`config.mk`:
```
export PLATFORM = sky130hd
export DESIGN_NAME = scsi_id_responder
export DESIGN_NICKNAME = d
export VERILOG_FILES = /design/src/rtl/scsi_resp_pkg.sv /design/src/rtl/id_prio_enc.sv /design/src/rtl/resp_regs.sv /design/src/rtl/sel_match.sv /design/src/rtl/arb_check.sv /design/src/rtl/scsi_id_responder.sv
export SDC_FILE = /design/constraint.sdc
export NUM_CORES = 1
export LEC_CHECK = 0
export BUFFER_PORTS_ARGS = -buffer_cell sky130_fd_sc_hd__buf_2
export CAP_MARGIN = 40
export CORE_ASPECT_RATIO = 0.6
export CORE_MARGIN = 5
export CORE_UTILIZATION = 61
export DETAILED_ROUTE_END_ITERATION = 10
export PLACE_DENSITY = 0.91
export SLEW_MARGIN = 10
export SYNTH_ARGS = -nofsm -noshare
export SYNTH_HDL_FRONTEND = slang
export SYNTH_SLANG_ARGS = --single-unit
export TNS_END_PERCENT = 50
```
`constraint.sdc`:
```
create_clock -name clk -period 8.55 [get_ports clk]
set_input_delay 0.4275 -clock clk [delete_from_list [all_inputs] [get_ports clk]]
set_output_delay 0.4275 -clock clk [all_outputs]
set_load 0.02 [all_outputs]
```
`src/rtl/scsi_resp_pkg.sv`:
```
`timescale 1ns/1ps
package scsi_resp_pkg;
  localparam int BYTE_W = 8;

  typedef struct packed {
    logic sel;
    logic bsy;
    logic io;
    logic arb;
  } bus_ctl_t;
endpackage

```
`src/rtl/id_prio_enc.sv`:
```
`timescale 1ns/1ps
// Priority encoder: the lower half of the IDs outranks the upper half,
// and inside each half the higher index wins.
module id_prio_enc #(
  parameter int NUM_IDS = 16,
  localparam int ID_W = $clog2(NUM_IDS)
) (
  input  logic [NUM_IDS-1:0] vec,
  output logic               found,
  output logic [ID_W-1:0]    idx
);
  localparam int HALF = NUM_IDS / 2;

  always_comb begin
    found = 1'b0;
    idx   = '0;
    // k walks ranks from lowest to highest; the last hit wins
    for (int k = 0; k < NUM_IDS; k++) begin
      if (vec[k ^ HALF]) begin
        found = 1'b1;
        idx   = ID_W'(k ^ HALF);
      end
    end
  end
endmodule

```
`src/rtl/resp_regs.sv`:
```
`timescale 1ns/1ps
module resp_regs #(
  parameter int NUM_IDS = 16,
  localparam int ID_W   = $clog2(NUM_IDS),
  localparam int NBYTES = NUM_IDS / scsi_resp_pkg::BYTE_W,
  localparam int ADDR_W = $clog2(NBYTES + 2)
) (
  input  logic              clk,
  input  logic              rst_n,
  input  logic              we,
  input  logic [ADDR_W-1:0] addr,
  input  logic [7:0]        wdata,
  input  logic [7:0]        status,
  output logic [7:0]        rdata,
  output logic [NUM_IDS-1:0] mask,
  output logic [ID_W-1:0]   own_id
);
  localparam logic [ADDR_W-1:0] A_OWN    = ADDR_W'(NBYTES);
  localparam logic [ADDR_W-1:0] A_STATUS = ADDR_W'(NBYTES + 1);

  logic [NUM_IDS-1:0] mask_d;
  logic [ID_W-1:0]    own_d;

  for (genvar b = 0; b < NBYTES; b++) begin : g_mask
    always_comb begin
      mask_d[b*8 +: 8] = mask[b*8 +: 8];
      if (we && addr == ADDR_W'(b)) mask_d[b*8 +: 8] = wdata;
    end
  end

  always_comb begin
    own_d = own_id;
    if (we && addr == A_OWN) own_d = wdata[ID_W-1:0];
  end

  always_ff @(posedge clk or negedge rst_n) begin
    if (!rst_n) begin
      mask   <= '0;
      own_id <= '0;
    end else begin
      mask   <= mask_d;
      own_id <= own_d;
    end
  end

  always_comb begin
    rdata = '0;
    for (int b = 0; b < NBYTES; b++)
      if (addr == ADDR_W'(b)) rdata = mask[b*8 +: 8];
    if (addr == A_OWN)    rdata = 8'(own_id);
    if (addr == A_STATUS) rdata = status;
  end
endmodule

```
`src/rtl/sel_match.sv`:
```
`timescale 1ns/1ps
module sel_match #(
  parameter int NUM_IDS       = 16,
  parameter int SETTLE_CYCLES = 20,
  localparam int ID_W  = $clog2(NUM_IDS),
  localparam int CNT_W = $clog2(SETTLE_CYCLES + 1)
) (
  input  logic               clk,
  input  logic               rst_n,
  input  logic [NUM_IDS-1:0] id_q,
  input  logic               sel_q,
  input  logic               bsy_q,
  input  logic               io_q,
  input  logic [NUM_IDS-1:0] id_raw,
  input  logic               io_raw,
  input  logic [NUM_IDS-1:0] mask,
  output logic               ready,
  output logic               response,
  output logic               resel,
  output logic [ID_W-1:0]    sel_id
);
  localparam logic [CNT_W-1:0] CNT_END = CNT_W'(SETTLE_CYCLES);
  localparam logic [CNT_W-1:0] CNT_CAP = CNT_W'(SETTLE_CYCLES - 1);

  logic [NUM_IDS-1:0] hits;
  logic               hit_found;
  logic [ID_W-1:0]    hit_idx;
  logic               changing;
  logic [CNT_W-1:0]   cnt_q, cnt_d;
  logic [ID_W-1:0]    id_d;
  logic               resel_d;
  logic               capture;

  assign hits = id_q & mask;

  id_prio_enc #(.NUM_IDS(NUM_IDS)) u_enc (
    .vec   (hits),
    .found (hit_found),
    .idx   (hit_idx)
  );

  assign ready    = sel_q && !bsy_q && hit_found && ($countones(id_q) <= 2);
  assign changing = (id_raw != id_q) || (io_raw != io_q);
  assign capture  = ready && !changing && (cnt_q == CNT_CAP);
  assign response = ready && (cnt_q == CNT_END);

  always_comb begin
    if (!ready || changing)   cnt_d = '0;
    else if (cnt_q != CNT_END) cnt_d = cnt_q + 1'b1;
    else                      cnt_d = cnt_q;
  end

  always_comb begin
    id_d    = sel_id;
    resel_d = resel;
    if (capture) begin
      id_d    = hit_idx;
      resel_d = io_q;
    end
  end

  always_ff @(posedge clk or negedge rst_n) begin
    if (!rst_n) begin
      cnt_q  <= '0;
      sel_id <= '0;
      resel  <= 1'b0;
    end else begin
      cnt_q  <= cnt_d;
      sel_id <= id_d;
      resel  <= resel_d;
    end
  end
endmodule

```
`src/rtl/arb_check.sv`:
```
`timescale 1ns/1ps
module arb_check #(
  parameter int NUM_IDS = 16,
  localparam int ID_W = $clog2(NUM_IDS)
) (
  input  logic               clk,
  input  logic               rst_n,
  input  logic               arb_q,
  input  logic [NUM_IDS-1:0] id_q,
  input  logic [ID_W-1:0]    own_id,
  output logic               won
);
  logic            top_found;
  logic [ID_W-1:0] top_idx;
  logic            won_d;

  id_prio_enc #(.NUM_IDS(NUM_IDS)) u_enc (
    .vec   (id_q),
    .found (top_found),
    .idx   (top_idx)
  );

  always_comb begin
    won_d = won;
    if (arb_q) won_d = top_found && (top_idx == own_id);
  end

  always_ff @(posedge clk or negedge rst_n) begin
    if (!rst_n) won <= 1'b0;
    else        won <= won_d;
  end
endmodule

```
`src/rtl/scsi_id_responder.sv`:
```
`timescale 1ns/1ps
module scsi_id_responder #(
  parameter int NUM_IDS       = 16,
  parameter int SETTLE_CYCLES = 20,
  localparam int ID_W   = $clog2(NUM_IDS),
  localparam int NBYTES = NUM_IDS / scsi_resp_pkg::BYTE_W,
  localparam int ADDR_W = $clog2(NBYTES + 2)
) (
  input  logic               clk,
  input  logic               rst_n,
  input  logic               reg_we,
  input  logic [ADDR_W-1:0]  reg_addr,
  input  logic [7:0]         reg_wdata,
  output logic [7:0]         reg_rdata,
  input  logic [NUM_IDS-1:0] bus_id,
  input  logic               bus_sel,
  input  logic               bus_bsy,
  input  logic               bus_io,
  input  logic               arb_active,
  input  logic               offset_zero,
  output logic               sel_ready,
  output logic               sel_response,
  output logic               sel_resel,
  output logic [ID_W-1:0]    sel_id,
  output logic               arb_won
);
  import scsi_resp_pkg::*;

  logic [NUM_IDS-1:0] id_q;
  bus_ctl_t           ctl_q, ctl_d;
  logic [NUM_IDS-1:0] resp_mask;
  logic [ID_W-1:0]    own_id;
  logic [7:0]         status;

  always_comb begin
    ctl_d.sel = bus_sel;
    ctl_d.bsy = bus_bsy;
    ctl_d.io  = bus_io;
    ctl_d.arb = arb_active;
  end

  always_ff @(posedge clk or negedge rst_n) begin
    if (!rst_n) begin
      id_q  <= '0;
      ctl_q <= '0;
    end else begin
      id_q  <= bus_id;
      ctl_q <= ctl_d;
    end
  end

  // status byte: selected-as ID, ready, arbitration won, offset zero, idle
  assign status = {sel_id, sel_ready, arb_won, offset_zero, ~sel_response};

  resp_regs #(.NUM_IDS(NUM_IDS)) u_regs (
    .clk    (clk),
    .rst_n  (rst_n),
    .we     (reg_we),
    .addr   (reg_addr),
    .wdata  (reg_wdata),
    .status (status),
    .rdata  (reg_rdata),
    .mask   (resp_mask),
    .own_id (own_id)
  );

  sel_match #(.NUM_IDS(NUM_IDS), .SETTLE_CYCLES(SETTLE_CYCLES)) u_match (
    .clk      (clk),
    .rst_n    (rst_n),
    .id_q     (id_q),
    .sel_q    (ctl_q.sel),
    .bsy_q    (ctl_q.bsy),
    .io_q     (ctl_q.io),
    .id_raw   (bus_id),
    .io_raw   (bus_io),
    .mask     (resp_mask),
    .ready    (sel_ready),
    .response (sel_response),
    .resel    (sel_resel),
    .sel_id   (sel_id)
  );

  arb_check #(.NUM_IDS(NUM_IDS)) u_arb (
    .clk    (clk),
    .rst_n  (rst_n),
    .arb_q  (ctl_q.arb),
    .id_q   (id_q),
    .own_id (own_id),
    .won    (arb_won)
  );
endmodule

```
======== Yosys cells after proc, flatten, opt, wreduce, memory -nomap -nowiden ========
Cells that the tools add are included.
operators by class
  bitwise logic cells ..................... 2
  multiplexer cells ....................... 70
  eq/ne operators ......................... 9
  reduce and logical (&&, ||, !) cells .... 17
  order comparisons ....................... 1
  $add $sub $neg .......................... 16
operators with widths
  operator                                                          number
  adder 32 bit                                                      7
  two-way mux 4 bit                                                 32
  less-or-equal comparator 32 x 3 -> 1 bit (second input constant)  1
  two-way mux 1 bit                                                 32
  two-way mux 8 bit                                                 4
  adder 1 x 1 -> 2 bit                                              8
  bitwise AND 16 bit                                                1
  inequality test 16 bit                                            1
  == test 5 bit (second input constant)                             2
  logical AND 1 bit                                                 10
  two-way mux 5 bit                                                 2
  adder 5 x 1 -> 5 bit (second input constant)                      1
  inequality test 5 bit (second input constant)                     1
  == test 2 bit (second input constant)                             2
  == test 4 bit                                                     1
  zero test 1 bit                                                   3
  == test 2 x 1 -> 1 bit (second input constant)                    1
  zero test 2 bit                                                   1
  logical OR 1 bit                                                  2
  nonzero test 2 bit                                                1
  inequality test 1 bit                                             1
  inverter 1 bit                                                    1
storage, ports and cells
  register bits ........................... 51
  input port bits ......................... 34
  logic and storage cells ................. 127
  output and inout port bits .............. 16

======== Depth between registers and ports, before layout ========
  depth after elaboration ................. 22
  gate-level depth with buffers ........... 18
  gate-level depth less buffers ........... 17

======== Hierarchy ========
Synthesis repeated with hierarchy kept, for this count alone.
second synthesis, totals
  cells, all modules ...................... 278
  area, all modules ....................... 3106.7 µm²
modules (own cells, without submodules)
  module             cells an instance  times used  area an instance (µm²)  seq. area each (µm²)
  sel_match          126                1           1211.2                  250.2
  resp_regs          62                 1           969.7                   500.5
  scsi_id_responder  21                 1           504.2                   500.5
  id_prio_enc        30                 2           167.7                   0.0
  arb_check          9                  1           86.3                    25.0

======== Least setup slack after synthesis ========
No wires, ideal clock.
  path kind ............................... reg2out
  start ................................... register id_q[13]
  end ..................................... output port reg_rdata[0]
  path buffers ............................ 1
  data required time ...................... 8123 ps
  path slack .............................. 2934 ps
  stages on the path, launching flop included .. 17
  arrival ................................. 5189 ps
  cell sequence ........................... dfrtp_1 > buf_2 > inv_1 > ha_1 > inv_1 > fa_1 > fa_1 > fa_1 > inv_1 > fa_1 > ha_1 > inv_1 > fa_1 > or4bb_1 > a2111oi_4 > nand2_2 > mux4_1
on the way
  longest elaborated chain between the ends .. 17
  elaborated cells between the ends (all ways) .. 22
  those cells by class .................... add/sub: 4; order compare: 1; mux: 12; bitwise: 2; reduce/logical: 3
ends and longest elaborated chain
  what                                                   RTL line                 RTL
  start, declared                                        scsi_id_responder.sv:29  logic [NUM_IDS-1:0] id_q;
  start signal, assigned                                 scsi_id_responder.sv:47  id_q <= bus_id;
  branches (longest 13 deep; another with adder 32 bit)  -
  logical AND 1 bit (*)                                  sel_match.sv:42          assign ready = sel_q && !bsy_q && hit_found && ($countones(id_q) <= 2);
  named net sel_ready                                    scsi_id_responder.sv:21  output logic sel_ready,
  logical AND 1 bit (*)                                  sel_match.sv:45          assign response = ready && (cnt_q == CNT_END);
  inverter 1 bit (*)                                     scsi_id_responder.sv:53  assign status = {sel_id, sel_ready, arb_won, offset_zero, ~sel_response};
  two-way mux 8 bit (*)                                  resp_regs.sv:51          if (addr == A_STATUS) rdata = status;
  end, declared                                          scsi_id_responder.sv:14  output logic [7:0] reg_rdata,
Mark *: on every way through the listed nets, which the timed path passes.

======== Worst setup path after layout ========
  start ................................... register id_q[13]
  end ..................................... output port reg_rdata[0]
on the way
  longest elaborated chain between the ends .. 17
  elaborated cells between the ends (all ways) .. 22
  those cells by class .................... add/sub: 4; order compare: 1; mux: 12; bitwise: 2; reduce/logical: 3
ends and longest elaborated chain
  what                                                   RTL line
  branches (longest 13 deep; another with adder 32 bit)  -
  logical AND 1 bit (*)                                  sel_match.sv:42
  logical AND 1 bit (*)                                  sel_match.sv:45
  inverter 1 bit (*)                                     scsi_id_responder.sv:53
  two-way mux 8 bit (*)                                  resp_regs.sv:51
Mark *: on every way between the ends.

==> run_results.csv <==
group,metric,value,unit
setup_path,r2r_setup_slack,2980,ps
drt,vias,2414,
drt,wl_met3,785,um
sta,finalClockSkew,6.02,ps
yosys,synthCells,279,
setup_path,start_kind,"flip-flop",
sta,tns,0,ps
sta,final-hold-violation-count,0,
cts,ctsHoldBuffers,0,
sta,period_minus_slack,6340,ps
drt,wl_met2,3290,um
yosys,synth_edf_count,0,
drt,wl_per_cell,19.4,um
layout,fillers,361,
die,core,0.00508,sq mm
pwr,seqPwrFrac,0.426,
yosys,syn-num-nets,342,
yosys,ys_ff_latch,51,
die,fp-row-count,20,
cts,ctsLongestPathBuffers,2,
cts,clockRootBuffer,"clkbuf_8",
cts,cts_resized,0,
yosys,synth_async_sr_flop_share,1.00,
layout,areaGrowthSynthToFinish,11.9,%
yosys,yosys_warnings,0,
sta,worst_slew_pin_slew,647,ps
sta,setup_viol,0,
status,outcome,"complete, no violations",
sta,period_share,0.741,
drt,drtAntennaViolNets,0,
layout,antenna_cells,0,
setup_path,crit_fanout,9,
cts,htree_levels,2,
die,ios,50,
drt,routed.top_layer,"met4",
setup_path,critPathArrivalTime,5910,ps
placement,port_buffers,49,
yosys,yosysUniqueCellTypes,51,
drt,drc_errors,0,
cts,cts_tree,"done",
die,die_h,66.1,um
layout,regArea,0.00128,sq mm
cts,postCtsSetupBuffers,0,
pwr,swShare,0.373,
yosys,postSynthAreaPerCell,11.5,sq um
sta,fin_ws,2210,ps
cts,cts_sinks,51,
hold_path,hp-class,"input pin to async pin",
drt,met1_length,3510,um
pwr,irDropWorstVdd,0.000113,V
pwr,p_int,440,uW
layout,drive_above_1_share,0.290,
pwr,fin_total_pwr,701,uW
drt,viasPerCell,6.13,
cts,clk_latency,320,ps
placement,dp_slack,2620,ps
sta,max_freq,158,MHz
die,die_w,103,um
pwr,clkPwrFrac,0.217,
layout,multi_input_area,0.00173,sq mm
cts,path_clk_slew,100,ps
yosys,synthFlopType,"dfrtp_1",
sta,rsz0062_at_grt,"no",
placement,hpwl,6050,um
die,dieArea,0.00683,sq mm
yosys,post_synth_instance_area,0.00320,sq mm
setup_path,crit_path_end_kind,"output pin",
sta,slew_viol_final,0,
drt,dr.first_iter.drc_count,289,
placement,finalWeightedCongestion,0.916,
drt,routed_wl,7650,um
global_routing,grt_overflow,0,
die,start_util,0.629,
pwr,p_comb_frac,0.357,
cts,cts_made_buffers,5,
pwr,p_leak,1.72,nW
yosys,yosysSeqAreaShare,0.399,
global_routing,grt_max_degree,28,
job,drv_cap,0,
pwr,p_switching,262,uW
global_routing,gr-usage-all-layers,0.241,
drt,dr.pass1.iters,7,
sta,relSlewSlack,0.569,
pwr,power_density,196,mW/mm^2
setup_path,critPathKind,"flip-flop to output pin",
global_routing,antenna_found_initial,0,
global_routing,grt_pass1_wl,12400,um
global_routing,grt_pass1_vias,2417,
setup_path,crit_required,8120,ps
layout,final_nets,390,
[per-stage QoR]
stage / hold WS [ps] / instances / util / instance area (sq um)
2_1_floorplan: 132 / 279 / - / 3200
3_3_place_gp: 462 / 385 / 0.680 / 3450
3_5_place_dp: 486 / 386 / 0.685 / 3480
4_1_cts: 143 / 394 / 0.704 / 3580
5_1_grt: 159 / 394 / 0.704 / 3580
6_report: 120 / 394 / 0.704 / 3580
[power by group through the flow]
stage               sequential, mW  combinational, mW  clock, mW
floorplan                    0.288              0.182          0
global placement             0.300              0.228          0
detailed placement           0.301              0.249          0
CTS                          0.297              0.250      0.153
global route                 0.301              0.276      0.167
finish                       0.299              0.250      0.152
[per-layer routing]
metal,global-route usage,up-vias
met1,0.359,1189
met4,0.0388,0
met3,0.0811,17
met5,0,-
met2,0.348,128
li1,-,1080
[cells by family after synthesis]
kind of cell	after synthesis	synth area share
adder cells (fa/ha/maj)	29	0.139
flip-flops	51	0.399
buffers and inverters	42	0.0607
AO/OA/AOI/OAI	40	0.0995
AND/OR/NAND/NOR	60	0.102
XOR/XNOR	23	0.0630
multiplexers	34	0.136
[critical path, cell delays in order (launching register included)]
cell and delay (ps):
dfrtp_1 520, inv_1 110, ha_1 290, inv_1 50, fa_1 430, fa_1 520
fa_1 540, inv_1 60, fa_1 550, ha_1 170, inv_1 60, fa_1 470
or4bb_1 520, a2111oi_4 480, nand2_2 130, mux4_1 510, buf_2 180
[cells in the final DEF (no fill, tap or decap), types with 4 or more instances in the layout]
master     n
o21ai_0    6
xor2_1    17
dfrtp_1   51
nand4_1    4
nand2_1   18
inv_1     33
buf_2     49
nor4_1     5
mux2_2    29
xnor2_1    6
ha_1      18
nand3_1    5
nor2_1    11
a22o_1     5
a22oi_1    8
fa_1      11
clkbuf_8   5
[area by class of cell]
class	instances	area share
repair buffers	50	0.0763
multi-input cells	186	0.482
clock buffers	5	0.0192
clock inverters	3	0.00769
well taps	66	0.0231
inverters	33	0.0346
flip-flops and latches	51	0.357
[worst paths after layout]
path | from | end | cells past startpoint
min reg2reg | ctl_q[0] | u_arb.won | 1
max in group asynchronous | rst_n | u_regs.mask[0] | 2
max | id_q[13] | reg_rdata[0] | 16
max reg2reg | id_q[13] | u_match.resel | 15
min in group clk | bus_sel | ctl_q[3] | 1
min | rst_n | ctl_q[0] | 1
[registers in the layout, summed over array words and instances, names as in the netlist]
signal / flops
u_match.sel_id: 4
u_regs.mask: 16
u_regs.own_id: 4
id_q: 16
u_match.cnt_q: 5
u_match.resel: 1
ctl_q: 4
u_arb.won: 1
[cell usage after synthesis (2+ instances only)]
cell	count	area, sq um
and2b_2	2	17.5
dfrtp_1	51	1280
clkbuf_8	3	41.3
nand3_1	5	25.0
a31oi_1	2	12.5
a22oi_1	8	60.1
nand2_1	18	67.6
xnor2_1	6	52.6
a22o_1	5	43.8
xor2_1	17	149
a21boi_0	2	15.0
fa_1	11	220
a21oi_1	2	10.0
nor2_1	11	41.3
ha_1	18	225
mux4_2	2	45.0
nand4_1	4	25.0
a211oi_1	2	15.0
nand3b_1	2	15.0
mux2_2	29	327
a211o_1	2	17.5
clkbuf_1	3	11.3
buf_2	2	10.0
mux4_1	2	52.6
nor4_1	5	31.3
inv_1	33	124
o31ai_1	2	15.0
nor3_1	2	10.0
o21ai_0	6	30.0
No activity file was read; power rests on OpenSTA's default activity.
